<file path="src/rtl/ptp_tc_pkg.sv">
package ptp_tc_pkg;

   localparam int REG_AW = 3;

   typedef enum logic [REG_AW-1:0] {
      RA_CTRL    = 3'd0,
      RA_INCR    = 3'd1,
      RA_ADDEND  = 3'd2,
      RA_SEC_SET = 3'd3,
      RA_SUB_SET = 3'd4,
      RA_SEC_NOW = 3'd5,
      RA_SUB_NOW = 3'd6,
      RA_SPARE   = 3'd7
   } reg_addr_e;

   // control word bit positions
   localparam int CB_EN   = 0;
   localparam int CB_FINE = 1;
   localparam int CB_DEC  = 2;
   localparam int CB_INIT = 3;
   localparam int CB_STEP = 4;
   localparam int CB_LOAD = 5;
   localparam int CTRL_W  = 6;

   // packed so that 'en' lands on bit 0, matching CB_* above
   typedef struct packed {
      logic load;
      logic step;
      logic init;
      logic dec;
      logic fine;
      logic en;
   } ctrl_t;

   typedef struct packed {
      logic init;
      logic step;
      logic load;
   } cmd_t;

   localparam longint DEC_ROLL = 64'd1000000000;

endpackage

</file>
<file path="src/rtl/ptp_tc_regs.sv">
module ptp_tc_regs
   import ptp_tc_pkg::*;
#(
   parameter int DATA_W    = 32,
   parameter int SEC_W     = 32,
   parameter int SUB_W     = 31,
   parameter int ACC_W     = 32,
   parameter int INC_W     = 8,
   parameter int INC_SHIFT = 8
) (
   input  logic              clk,
   input  logic              rst_n,
   input  logic              wr_en,
   input  logic [REG_AW-1:0] wr_addr,
   input  logic [DATA_W-1:0] wr_data,
   input  logic [REG_AW-1:0] rd_addr,
   input  logic [SEC_W-1:0]  sec_now,
   input  logic [SUB_W-1:0]  sub_now,
   output logic [DATA_W-1:0] rd_data,
   output ctrl_t             ctrl_o,
   output cmd_t              go_o,
   output logic [INC_W-1:0]  incr_o,
   output logic [ACC_W-1:0]  addend_o,
   output logic [SEC_W-1:0]  sec_set_o,
   output logic [SUB_W-1:0]  sub_set_o,
   output logic              sub_neg_o
);

   reg_addr_e wa;
   reg_addr_e ra;
   logic      ctrl_wr;

   assign wa      = reg_addr_e'(wr_addr);
   assign ra      = reg_addr_e'(rd_addr);
   assign ctrl_wr = wr_en && (wa == RA_CTRL);

   always_ff @(posedge clk or negedge rst_n) begin
      if (!rst_n) begin
         ctrl_o    <= '0;
         incr_o    <= '0;
         addend_o  <= '0;
         sec_set_o <= '0;
         sub_set_o <= '0;
         sub_neg_o <= 1'b0;
      end else begin
         if (ctrl_wr) begin
            ctrl_o.en   <= wr_data[CB_EN];
            ctrl_o.fine <= wr_data[CB_FINE];
            ctrl_o.dec  <= wr_data[CB_DEC];
            ctrl_o.init <= wr_data[CB_INIT] & wr_data[CB_EN];
            ctrl_o.step <= wr_data[CB_STEP] & wr_data[CB_EN];
            ctrl_o.load <= wr_data[CB_LOAD] & wr_data[CB_EN];
         end else begin
            ctrl_o.init <= 1'b0;
            ctrl_o.step <= 1'b0;
            ctrl_o.load <= 1'b0;
         end
         if (wr_en && wa == RA_INCR)    incr_o    <= wr_data[INC_SHIFT +: INC_W];
         if (wr_en && wa == RA_ADDEND)  addend_o  <= wr_data[ACC_W-1:0];
         if (wr_en && wa == RA_SEC_SET) sec_set_o <= wr_data[SEC_W-1:0];
         if (wr_en && wa == RA_SUB_SET) begin
            sub_set_o <= wr_data[SUB_W-1:0];
            sub_neg_o <= wr_data[DATA_W-1];
         end
      end
   end

   // fixed priority: load time, then step time, then load addend
   always_comb begin
      go_o.init = ctrl_o.en & ctrl_o.init;
      go_o.step = ctrl_o.en & ctrl_o.step & ~ctrl_o.init;
      go_o.load = ctrl_o.en & ctrl_o.load & ~ctrl_o.init & ~ctrl_o.step;
   end

   always_comb begin
      rd_data = '0;
      case (ra)
         RA_CTRL:    rd_data[CTRL_W-1:0]         = ctrl_o;
         RA_INCR:    rd_data[INC_SHIFT +: INC_W] = incr_o;
         RA_ADDEND:  rd_data[ACC_W-1:0]          = addend_o;
         RA_SEC_SET: rd_data[SEC_W-1:0]          = sec_set_o;
         RA_SUB_SET: begin
            rd_data[SUB_W-1:0]  = sub_set_o;
            rd_data[DATA_W-1]   = sub_neg_o;
         end
         RA_SEC_NOW: rd_data[SEC_W-1:0]          = sec_now;
         RA_SUB_NOW: rd_data[SUB_W-1:0]          = sub_now;
         default:    rd_data = '0;
      endcase
   end

   assert_init_clears_R5: assert property (@(posedge clk) disable iff (!rst_n)
      (ctrl_o.init && !ctrl_wr) |=> !ctrl_o.init);

   assert_step_clears_R6: assert property (@(posedge clk) disable iff (!rst_n)
      (ctrl_o.step && !ctrl_wr) |=> !ctrl_o.step);

   assert_load_clears_R8: assert property (@(posedge clk) disable iff (!rst_n)
      (ctrl_o.load && !ctrl_wr) |=> !ctrl_o.load);

   assert_single_cmd_R9: assert property (@(posedge clk) disable iff (!rst_n)
      $onehot0(go_o));

   assert_off_no_cmd_R10: assert property (@(posedge clk) disable iff (!rst_n)
      !ctrl_o.en |-> !(ctrl_o.init || ctrl_o.step || ctrl_o.load));

endmodule

</file>
<file path="src/rtl/ptp_tc_rate.sv">
module ptp_tc_rate #(
   parameter int ACC_W   = 32,
   parameter bit FINE_EN = 1'b1
) (
   input  logic             clk,
   input  logic             rst_n,
   input  logic             en,
   input  logic             fine,
   input  logic             load,
   input  logic [ACC_W-1:0] addend_set,
   output logic             tick
);

   localparam logic [ACC_W-1:0] HALF = {1'b1, {(ACC_W-1){1'b0}}};

   generate
      if (FINE_EN) begin : g_fine
         logic [ACC_W-1:0] acc_q;
         logic [ACC_W-1:0] addend_work;
         logic [ACC_W-1:0] acc_nxt;
         logic             carry;

         assign {carry, acc_nxt} = {1'b0, acc_q} + {1'b0, addend_work};
         assign tick = en & (~fine | carry);

         always_ff @(posedge clk or negedge rst_n) begin
            if (!rst_n) begin
               acc_q       <= '0;
               addend_work <= '0;
            end else begin
               if (load)        addend_work <= addend_set;
               if (en && fine)  acc_q       <= acc_nxt;
            end
         end

         assert_half_addend_alternates_R3: assert property (@(posedge clk) disable iff (!rst_n)
            (en && fine && addend_work == HALF && tick) |=>
            (!(en && fine && addend_work == HALF) || !tick));
      end else begin : g_coarse
         logic unused_rate;
         assign unused_rate = ^{fine, load, addend_set, clk, rst_n, HALF};
         assign tick = en;
      end
   endgenerate

endmodule

</file>
<file path="src/rtl/ptp_tc_time.sv">
module ptp_tc_time
   import ptp_tc_pkg::*;
#(
   parameter int SEC_W = 32,
   parameter int SUB_W = 31,
   parameter int INC_W = 8
) (
   input  logic             clk,
   input  logic             rst_n,
   input  logic             en,
   input  logic             dec,
   input  cmd_t             go,
   input  logic             tick,
   input  logic [INC_W-1:0] incr,
   input  logic [SEC_W-1:0] sec_set,
   input  logic [SUB_W-1:0] sub_set,
   input  logic             sub_neg,
   output logic [SEC_W-1:0] sec_q,
   output logic [SUB_W-1:0] sub_q
);

   localparam int SW1 = SUB_W + 1;
   localparam logic [SW1-1:0] ROLL_DEC = SW1'(DEC_ROLL);
   localparam logic [SW1-1:0] ROLL_BIN = SW1'(1) << SUB_W;

   logic [SW1-1:0]   roll;
   logic [SW1-1:0]   inc_sum, inc_res;
   logic [SW1-1:0]   adj_sum, adj_res;
   logic             inc_wrap, adj_over;
   logic [SEC_W-1:0] adj_sec;

   always_comb begin
      roll     = dec ? ROLL_DEC : ROLL_BIN;
      inc_sum  = {1'b0, sub_q} + SW1'(incr);
      inc_wrap = (inc_sum >= roll);
      inc_res  = inc_wrap ? (inc_sum - roll) : inc_sum;
      adj_sum  = {1'b0, sub_q} + {1'b0, sub_set};
      adj_over = (adj_sum >= roll);
      adj_res  = adj_over ? (adj_sum - roll) : adj_sum;
      // add: carry in on overflow; subtract: borrow when no overflow
      adj_sec  = sec_q + sec_set + SEC_W'(adj_over) - SEC_W'(sub_neg);
   end

   always_ff @(posedge clk or negedge rst_n) begin
      if (!rst_n) begin
         sec_q <= '0;
         sub_q <= '0;
      end else if (go.init) begin
         sec_q <= sec_set;
         sub_q <= sub_set;
      end else if (go.step) begin
         sec_q <= adj_sec;
         sub_q <= adj_res[SUB_W-1:0];
      end else if (tick) begin
         sec_q <= sec_q + SEC_W'(inc_wrap);
         sub_q <= inc_res[SUB_W-1:0];
      end
   end

   assert_hold_when_off_R10: assert property (@(posedge clk) disable iff (!rst_n)
      !en |=> ($stable(sec_q) && $stable(sub_q)));

   assert_sec_moves_by_one_R4: assert property (@(posedge clk) disable iff (!rst_n)
      (tick && !go.init && !go.step) |=>
      ((sec_q == $past(sec_q)) || (sec_q == $past(sec_q) + 1'b1)));

   assert_load_exact_R5: assert property (@(posedge clk) disable iff (!rst_n)
      go.init |=> ((sec_q == $past(sec_set)) && (sub_q == $past(sub_set))));

endmodule

</file>
<file path="src/rtl/ptp_time_counter.sv">
module ptp_time_counter
   import ptp_tc_pkg::*;
#(
   parameter int DATA_W    = 32,
   parameter int SEC_W     = 32,
   parameter int SUB_W     = 31,
   parameter int ACC_W     = 32,
   parameter int INC_W     = 8,
   parameter int INC_SHIFT = 8,
   parameter bit FINE_EN   = 1'b1
) (
   input  logic              clk,
   input  logic              rst_n,
   input  logic              wr_en,
   input  logic [REG_AW-1:0] wr_addr,
   input  logic [DATA_W-1:0] wr_data,
   input  logic [REG_AW-1:0] rd_addr,
   output logic [DATA_W-1:0] rd_data
);

   generate
      if (SUB_W < 30 || SUB_W >= DATA_W) begin : g_chk_sub
         $error("sub-second width must hold 10^9 and leave the top data bit for the sign flag");
      end
      if (SEC_W > DATA_W || ACC_W > DATA_W) begin : g_chk_wide
         $error("seconds and accumulator must fit in one data word");
      end
      if (INC_SHIFT + INC_W > DATA_W || INC_W >= SUB_W) begin : g_chk_inc
         $error("increment field must fit in the data word and below the sub-second width");
      end
      if (CTRL_W > DATA_W) begin : g_chk_ctrl
         $error("control word does not fit in the data word");
      end
   endgenerate

   ctrl_t            ctrl;
   cmd_t             go;
   logic [INC_W-1:0] incr;
   logic [ACC_W-1:0] addend_set;
   logic [SEC_W-1:0] sec_set, sec_now;
   logic [SUB_W-1:0] sub_set, sub_now;
   logic             sub_neg;
   logic             tick;

   ptp_tc_regs #(
      .DATA_W(DATA_W), .SEC_W(SEC_W), .SUB_W(SUB_W),
      .ACC_W(ACC_W), .INC_W(INC_W), .INC_SHIFT(INC_SHIFT)
   ) u_regs (
      .clk       (clk),
      .rst_n     (rst_n),
      .wr_en     (wr_en),
      .wr_addr   (wr_addr),
      .wr_data   (wr_data),
      .rd_addr   (rd_addr),
      .sec_now   (sec_now),
      .sub_now   (sub_now),
      .rd_data   (rd_data),
      .ctrl_o    (ctrl),
      .go_o      (go),
      .incr_o    (incr),
      .addend_o  (addend_set),
      .sec_set_o (sec_set),
      .sub_set_o (sub_set),
      .sub_neg_o (sub_neg)
   );

   ptp_tc_rate #(.ACC_W(ACC_W), .FINE_EN(FINE_EN)) u_rate (
      .clk        (clk),
      .rst_n      (rst_n),
      .en         (ctrl.en),
      .fine       (ctrl.fine),
      .load       (go.load),
      .addend_set (addend_set),
      .tick       (tick)
   );

   ptp_tc_time #(.SEC_W(SEC_W), .SUB_W(SUB_W), .INC_W(INC_W)) u_time (
      .clk     (clk),
      .rst_n   (rst_n),
      .en      (ctrl.en),
      .dec     (ctrl.dec),
      .go      (go),
      .tick    (tick),
      .incr    (incr),
      .sec_set (sec_set),
      .sub_set (sub_set),
      .sub_neg (sub_neg),
      .sec_q   (sec_now),
      .sub_q   (sub_now)
   );

endmodule

</file>
<file path="config.mk">
export PLATFORM = sky130hd
export DESIGN_NAME = ptp_time_counter
export DESIGN_NICKNAME = d
export VERILOG_FILES = /design/src/rtl/ptp_tc_pkg.sv /design/src/rtl/ptp_tc_regs.sv /design/src/rtl/ptp_tc_rate.sv /design/src/rtl/ptp_tc_time.sv /design/src/rtl/ptp_time_counter.sv
export SDC_FILE = /design/constraint.sdc
export NUM_CORES = 1
export LEC_CHECK = 0
export BUFFER_PORTS_ARGS = -buffer_cell sky130_fd_sc_hd__buf_2
export CORE_ASPECT_RATIO = 0.7
export CORE_MARGIN = 4
export CORE_UTILIZATION = 55
export DETAILED_ROUTE_END_ITERATION = 10
export HOLD_SLACK_MARGIN = 0.1
export PLACE_DENSITY = 0.75
export SLEW_MARGIN = 20
export SYNTH_ARGS = -nofsm -noshare
export SYNTH_HDL_FRONTEND = slang
export SYNTH_SLANG_ARGS = --single-unit
</file>
<file path="constraint.sdc">
create_clock -name clk -period 7.53 [get_ports clk]
set_input_delay 0.753 -clock clk [delete_from_list [all_inputs] [get_ports clk]]
set_output_delay 0.753 -clock clk [all_outputs]
set_load 0.01 [all_outputs]
</file>
==> results of run 1 <==
-- sequential cells by signal, indices dropped and copies added, names as in the netlist --
name	count
u_regs.incr_o	8
u_time.sec_q	32
u_regs.ctrl_o	6
u_rate.g_fine.acc_q	32
u_time.sub_q	31
u_regs.sub_set_o	31
u_regs.addend_o	32
u_rate.g_fine.addend_work	32
u_regs.sec_set_o	32
u_regs.sub_neg_o	1
-- critical path: cells and delay by family, from the launching register on --
kind | cells | cell delay, ns
adder cells (fa/ha/maj) | 5 | 1.58
AND/OR/NAND/NOR | 7 | 1.57
AO/OA/AOI/OAI | 18 | 2.91
buffers and inverters | 2 | 0.30
XOR/XNOR | 2 | 0.31
flip-flops | 1 | 0.41
-- metal layers --
metal	track usage [%]	share of wire (%)
met2	47.18	42
met4	8.111	3.1
met3	6.166	9.8
met5	0	0
met1	46.07	45
-- stage by stage --
step / util, % / area [um2] / hold slack [ns] / TNS [ns] / setup WS [ns]
final: 64.26 / 22550 / 0.1722 / 0 / 0.2538
after global routing: 64.26 / 22550 / 0.2281 / -0.6204 / -0.1556
after CTS: 63.54 / 22300 / 0.2026 / 0 / 0.001264
after detailed placement: 61.20 / 21470 / 0.4751 / -1.406 / -0.3133
after global placement: 61.20 / 21470 / 0.4654 / -0.4361 / -0.1420
after floorplan: - / 19780 / 0.4526 / 0 / 0.3195
-- cell usage in the layout (no fill, tap or decap), drive strengths merged, types with 12 or more instances in the layout --
cell    synthesis  routed
a31oi          24      24
nand4          21      21
xor2           50      50
a21oi         146     146
o31ai          13      13
buf            21     222
ha            164     164
a22oi          19      19
nor2b          24      24
o21a           18      18
o211ai         26      26
a221oi         31      31
o22ai          22      22
a21o           50      50
inv           169     171
a211oi         58      58
and3           25      25
nand2         178     178
nor3           45      45
nand3          44      44
dfrtp         237     237
xnor2         117     117
mux2i          32      32
mux2          149     149
or2            16      16
nor2          135     135
clkbuf         77      33
o21ai         156     156
nand2b         17      17
nor4           12      12
-- logic make-up after synthesis --
group | Yosys count | share of synthesized area, %
AOI/OAI and AO/OA | 661 | 22.07
xor gates and xnor gates | 167 | 7.432
adders and majority gates | 169 | 10.88
buffers and inverters | 269 | 5.256
DFF | 237 | 29.98
muxes | 187 | 10.78
and+or+nand+nor | 561 | 13.60
-- report_power, final --
group | total (mW) | leakage, nW | internal [mW] | switching (mW)
sequential | 2.02 | 2.92 | 1.63 | 0.387
clock | 1.25 | 0.389 | 0.684 | 0.565
combinational | 6.83 | 7.07 | 3.03 | 3.80
total | 10.1 | 10.4 | 5.35 | 4.75
-- layout make-up --
class / instances / area [um2]
multi-input combinational: 1745 / 13070
timing repair buffer: 222 / 1529
fill: 2996 / 12540
inverter: 171 / 641.9
clock buffer: 33 / 695.7
sequential: 237 / 5931
clock inverter: 10 / 88.84
tap: 472 / 590.6
-- worst max path at each step --
stage	end	cells past startpoint
after floorplan	u_time.sec_q[26]$_DFFE_PN0P_	34
after global placement	u_time.sec_q[26]$_DFFE_PN0P_	34
after detailed placement	u_time.sec_q[26]$_DFFE_PN0P_	34
after CTS	u_time.sec_q[26]$_DFFE_PN0P_	35
after global routing	u_time.sec_q[26]$_DFFE_PN0P_	34
final	u_time.sec_q[26]$_DFFE_PN0P_	34
-- timing repair --
action | CTS | global route
gates resized for setup | 9 | 44
hold endpoints to repair | 0 | 0
setup buffers | 1 | 7
pin swaps | 7 | 24
setup endpoints to repair | 11 | 20
==> impl_metrics.yaml, run 1 <==
clocking:
  hold_buffers: 0
  clk_pin_slew_ns: 0.06
  clk_latency_ns: 0.57
  clockBufferDepth: 3
  ctsRootBufferMaster: "clkbuf_16"
  cts_buffers: 25
  tritoncts: "done"
  h-tree-depth: 1
  cts.sinks: 237
hold_path:
  hp-class: "primary input to async pin"
setup_path:
  start_kind: "register"
  worst_path_most_repeated_cell: "a21oi_2"
  worstPathRequired_ns: 7.93
  rr_endpoint: "u_time.sec_q[26]$_DFFE_PN0P_"
  arrival_ns: 7.68
  max_stage_delay_ns: 0.55
  crit_type: "register to register"
  reg2regPathDepth: 34
  startpoint: "u_regs.sub_set_o[1]$_DFFE_PN0P_"
  r2r-start: "u_regs.sub_set_o[1]$_DFFE_PN0P_"
  r2r_setup_slack_ns: 0.25
  crit_slowest_cell: "or4_4"
  critPathMaxFanout: 3
  worst_setup_path_end_kind: "register"
synth:
  syn_area_per_cell_um2: 8.788
  synth_area_mm2: 0.01978
  yosys.area.top_type_share_pct: 29.98
  synth.most_common_cell: "dfrtp_1"
  synth_area_leaders: "dfrtp_1, ha_1, mux2_2, xnor2_1, o21ai_0"
  synth_common_cells: "dfrtp_1, nand2_1, inv_1"
  synthArstFlopShare_pct: 100.0
  ys_seq_elements: 237
  ys_seq_area_share_pct: 29.98
  synth.distinct_cells: 93
  synth_cells: 2251
  synthFlopType: "dfrtp_1"
  syn_nets: 2461
  synth_enable_flop_cells: 0
  yosysTopAreaCell: "dfrtp_1"
  yosysWarnings: 0
layout:
  diodes: 0
  synthToLayoutAreaGrowth_pct: 13.98
  drive_gt1_share_pct: 20.72
  stdcell_count: 2890
  fin_nets: 2612
grt:
  gr-total-overflow: 0
  gr-usage-all-layers_pct: 31.24
  antenna_found_initial: 0
  grt_first_pass_wirelength_um: 99730
  grt_max_degree: 164
  grt_pass1_vias: 17670
sta:
  max_freq_mhz: 137.4
  grt_setup_unrepaired: "yes"
  final.period_utilization_pct: 96.63
  slew_headroom_pct: 26.50
  final-hold-violation-count: 0
  fin_skew_ns: 0.02072
  setup_viol: 0
  period_minus_slack_ns: 7.276
  slew_violations: 0
  worstMarginPinSlew_ns: 1.103
floorplanning:
  io_pins: 73
  start_util_pct: 56.38
  std_cell_rows: 57
  core_mm2: 0.03509
  fp.dieArea_mm2: 0.03912
  dieHeight_um: 166.7
  dieWidth_um: 234.7
placed_design:
  hpwlAfterDp_um: 47900
  place_congestion: 0.9637
  dp.cells: 2838
  portBuffers: 72
drt:
  wl_per_cell_um: 22.05
  route.vias.total: 18440
  first_iter_violations: 2107
  vias_per_cell: 6.380
  remaining_drc_errors: 0
  ant_nets: 0
  first_pass_iters: 6
  drt_wl_total_um: 63730
pwr:
  ir_drop_uv: 279.8
  power_density_mw_per_mm2: 448.0
  finalPower_mw: 10.10
  p_leak_nw: 10.38
run_status:
  status: "completed"
job:
  drv_cap: 0
(Power assumes the default switching activity.)
==> run 2, diff against run 1 <==
- CELL_PAD_IN_SITES_DETAIL_PLACEMENT: not set -> 0
- CELL_PAD_IN_SITES_GLOBAL_PLACEMENT: not set -> 1
- CORE_UTILIZATION: 55 -> 53
- PLACE_DENSITY: 0.75 -> not set
- PLACE_DENSITY_LB_ADDON: not set -> 0.1
- clock period: 7.53 -> 9.1 ns (I/O delays scaled with it)
==> impl_metrics.yaml, run 2 (synthesis results as in run 1) <==
drt:
  route.vias.total: 17640
  drt_wl_total_um: 65230
  ant_nets: 0
  vias_per_cell: 6.345
  first_iter_violations: 1616
  wl_per_cell_um: 23.47
  first_pass_iters: 6
  remaining_drc_errors: 0
grt:
  gr-usage-all-layers_pct: 31.52
  gr-total-overflow: 0
  globalRouteMet3Util_pct: 4.094
  use_met1_pct: 47.88
  grt_pass1_vias: 16870
  grt_first_pass_wirelength_um: 100500
  grt_max_degree: 113
  antenna_found_initial: 1
  top_usage_layer: "met1"
  gr-usage-met2_pct: 47.77
pwr:
  ir_drop_uv: 222.4
  power_density_mw_per_mm2: 369.2
  p_leak_nw: 9.824
sta:
  layout_setup_ws_ns: 0.5323
  fin_skew_ns: 0.03167
  slew_violations: 0
  slew_headroom_pct: 25.54
  grt_setup_unrepaired: "no"
  max_freq_mhz: 116.7
  hold_ws_ns: 0.4115
  final-hold-violation-count: 0
  period_minus_slack_ns: 8.568
  worstMarginPinSlew_ns: 1.117
  setup_viol: 0
  final.period_utilization_pct: 94.15
  setup_tns_ns: 0
layout:
  fin_util_pct: 59.43
  fin_nets: 2490
  nFillCells: 3251
  final_cell_mix: "dfrtp_1, nand2_1, inv_1"
  stdcell_count: 2780
  synthToLayoutAreaGrowth_pct: 9.222
  ff_latch_area_mm2: 0.005931
  layout_commonest_cell: "dfrtp_1"
  multi_input_area_mm2: 0.01289
  drive_gt1_share_pct: 15.27
clocking:
  cts.sinks: 237
  clk_latency_ns: 0.58
  clockBufferDepth: 3
  tritoncts: "done"
  ctsRootBufferMaster: "clkbuf_16"
  h-tree-depth: 1
  cts_buffers: 27
  clk_pin_slew_ns: 0.07
setup_path:
  max_stage_delay_ns: 0.88
  worst_setup_path_end_kind: "register"
  crit_slowest_cell: "a2111oi_0"
  crit_type: "register to register"
  worstPathRequired_ns: 9.56
  start_kind: "register"
  critPathMaxFanout: 8
  arrival_ns: 9.03
floorplanning:
  start_util_pct: 54.41
  std_cell_rows: 58
  fp.dieArea_mm2: 0.04053
  core_mm2: 0.03636
  io_pins: 73
  dieHeight_um: 169.6
  dieWidth_um: 238.9
placed_design:
  portBuffers: 72
  hpwlAfterDp_um: 48860
  dp.cells: 2731
  preCtsSetupSlack_ns: 0.6923
  place_congestion: 0.9616
run_status:
  status: "completed"
job:
  drv_cap: 0
hold_path:
  hp-class: "primary input to async pin"
[run 2: cell count changes in the layout (fill, tap and decap cells not counted), moves of 3 or more]
cell       delta
a21oi_1       +4
a21oi_2       -4
buf_4       -122
bufinv_16     +4
clkbuf_1      -3
fa_1          +3
fa_2          -3
ha_1          +5
ha_4          -4
o21ai_0      +12
o21ai_1      -10
[run 2: cell type report]
class | instances | share of cell area, %
sequential | 237 | 27.45
antenna | 1 | 0.01158
timing repair buffer | 98 | 2.617
clock inverter | 14 | 1.002
clock buffer | 34 | 3.527
multi-input combinational | 1745 | 59.64
inverter | 171 | 2.971
tap | 480 | 2.780
[run 2: stage by stage]
stage                     total power [mW]  area, um2
after floorplan                      5.354      19780
after global placement               6.584      20610
after detailed placement             6.634      20610
after CTS                            7.897      21590
after global routing                 8.598      21610
final                                7.978      21610
[run 2: path summary, 6_finish.rpt]
kind                                                     from                                  to  slack (ns)  depth (start not counted)
setup / recovery                 u_time.sub_q[17]$_DFFE_PN0P_        u_time.sec_q[28]$_DFFE_PN0P_        0.53                         33
hold / removal                                          rst_n        u_time.sub_q[29]$_DFFE_PN0P_        0.41                          1
setup reg to reg                 u_time.sub_q[17]$_DFFE_PN0P_        u_time.sec_q[28]$_DFFE_PN0P_        0.53                         33
hold reg to reg            u_rate.g_fine.acc_q[8]$_DFFE_PN0P_  u_rate.g_fine.acc_q[8]$_DFFE_PN0P_        0.48                          2
max in group asynchronous                               rst_n         u_time.sub_q[1]$_DFFE_PN0P_        7.12                          2
min in group clk           u_rate.g_fine.acc_q[8]$_DFFE_PN0P_  u_rate.g_fine.acc_q[8]$_DFFE_PN0P_        0.48                          2
[run 2: critical path: cells and delay by family (launching register included)]
family          cells  cell delay [ns]
compound gates     19             4.64
simple gates        6             1.49
fa+ha+maj           5             1.37
flops               1             0.47
xor+xnor            2             0.32
buf+inv             1             0.15
[run 2: routing by layer]
layer	part of all wire [%]	vias up	routed length, um
met3	6.5	93	4243
li1	-	8284	-
met5	0	-	0
met1	48	8657	31170
met2	43	605	28070
met4	2.7	0	1748
[run 2: report_power, final]
| group | switching (mW) | internal (mW) |
|---|---|---|
| Clock | 0.489 | 0.736 |
| Combinational | 2.94 | 2.08 |
| Sequential | 0.380 | 1.35 |
[run 2: what timing repair did]
action                                  CTS  global route
resized for setup                         0             2
endpoints found under the setup margin    0             2
setup buffers                             0             0
hold buffers                              0             0
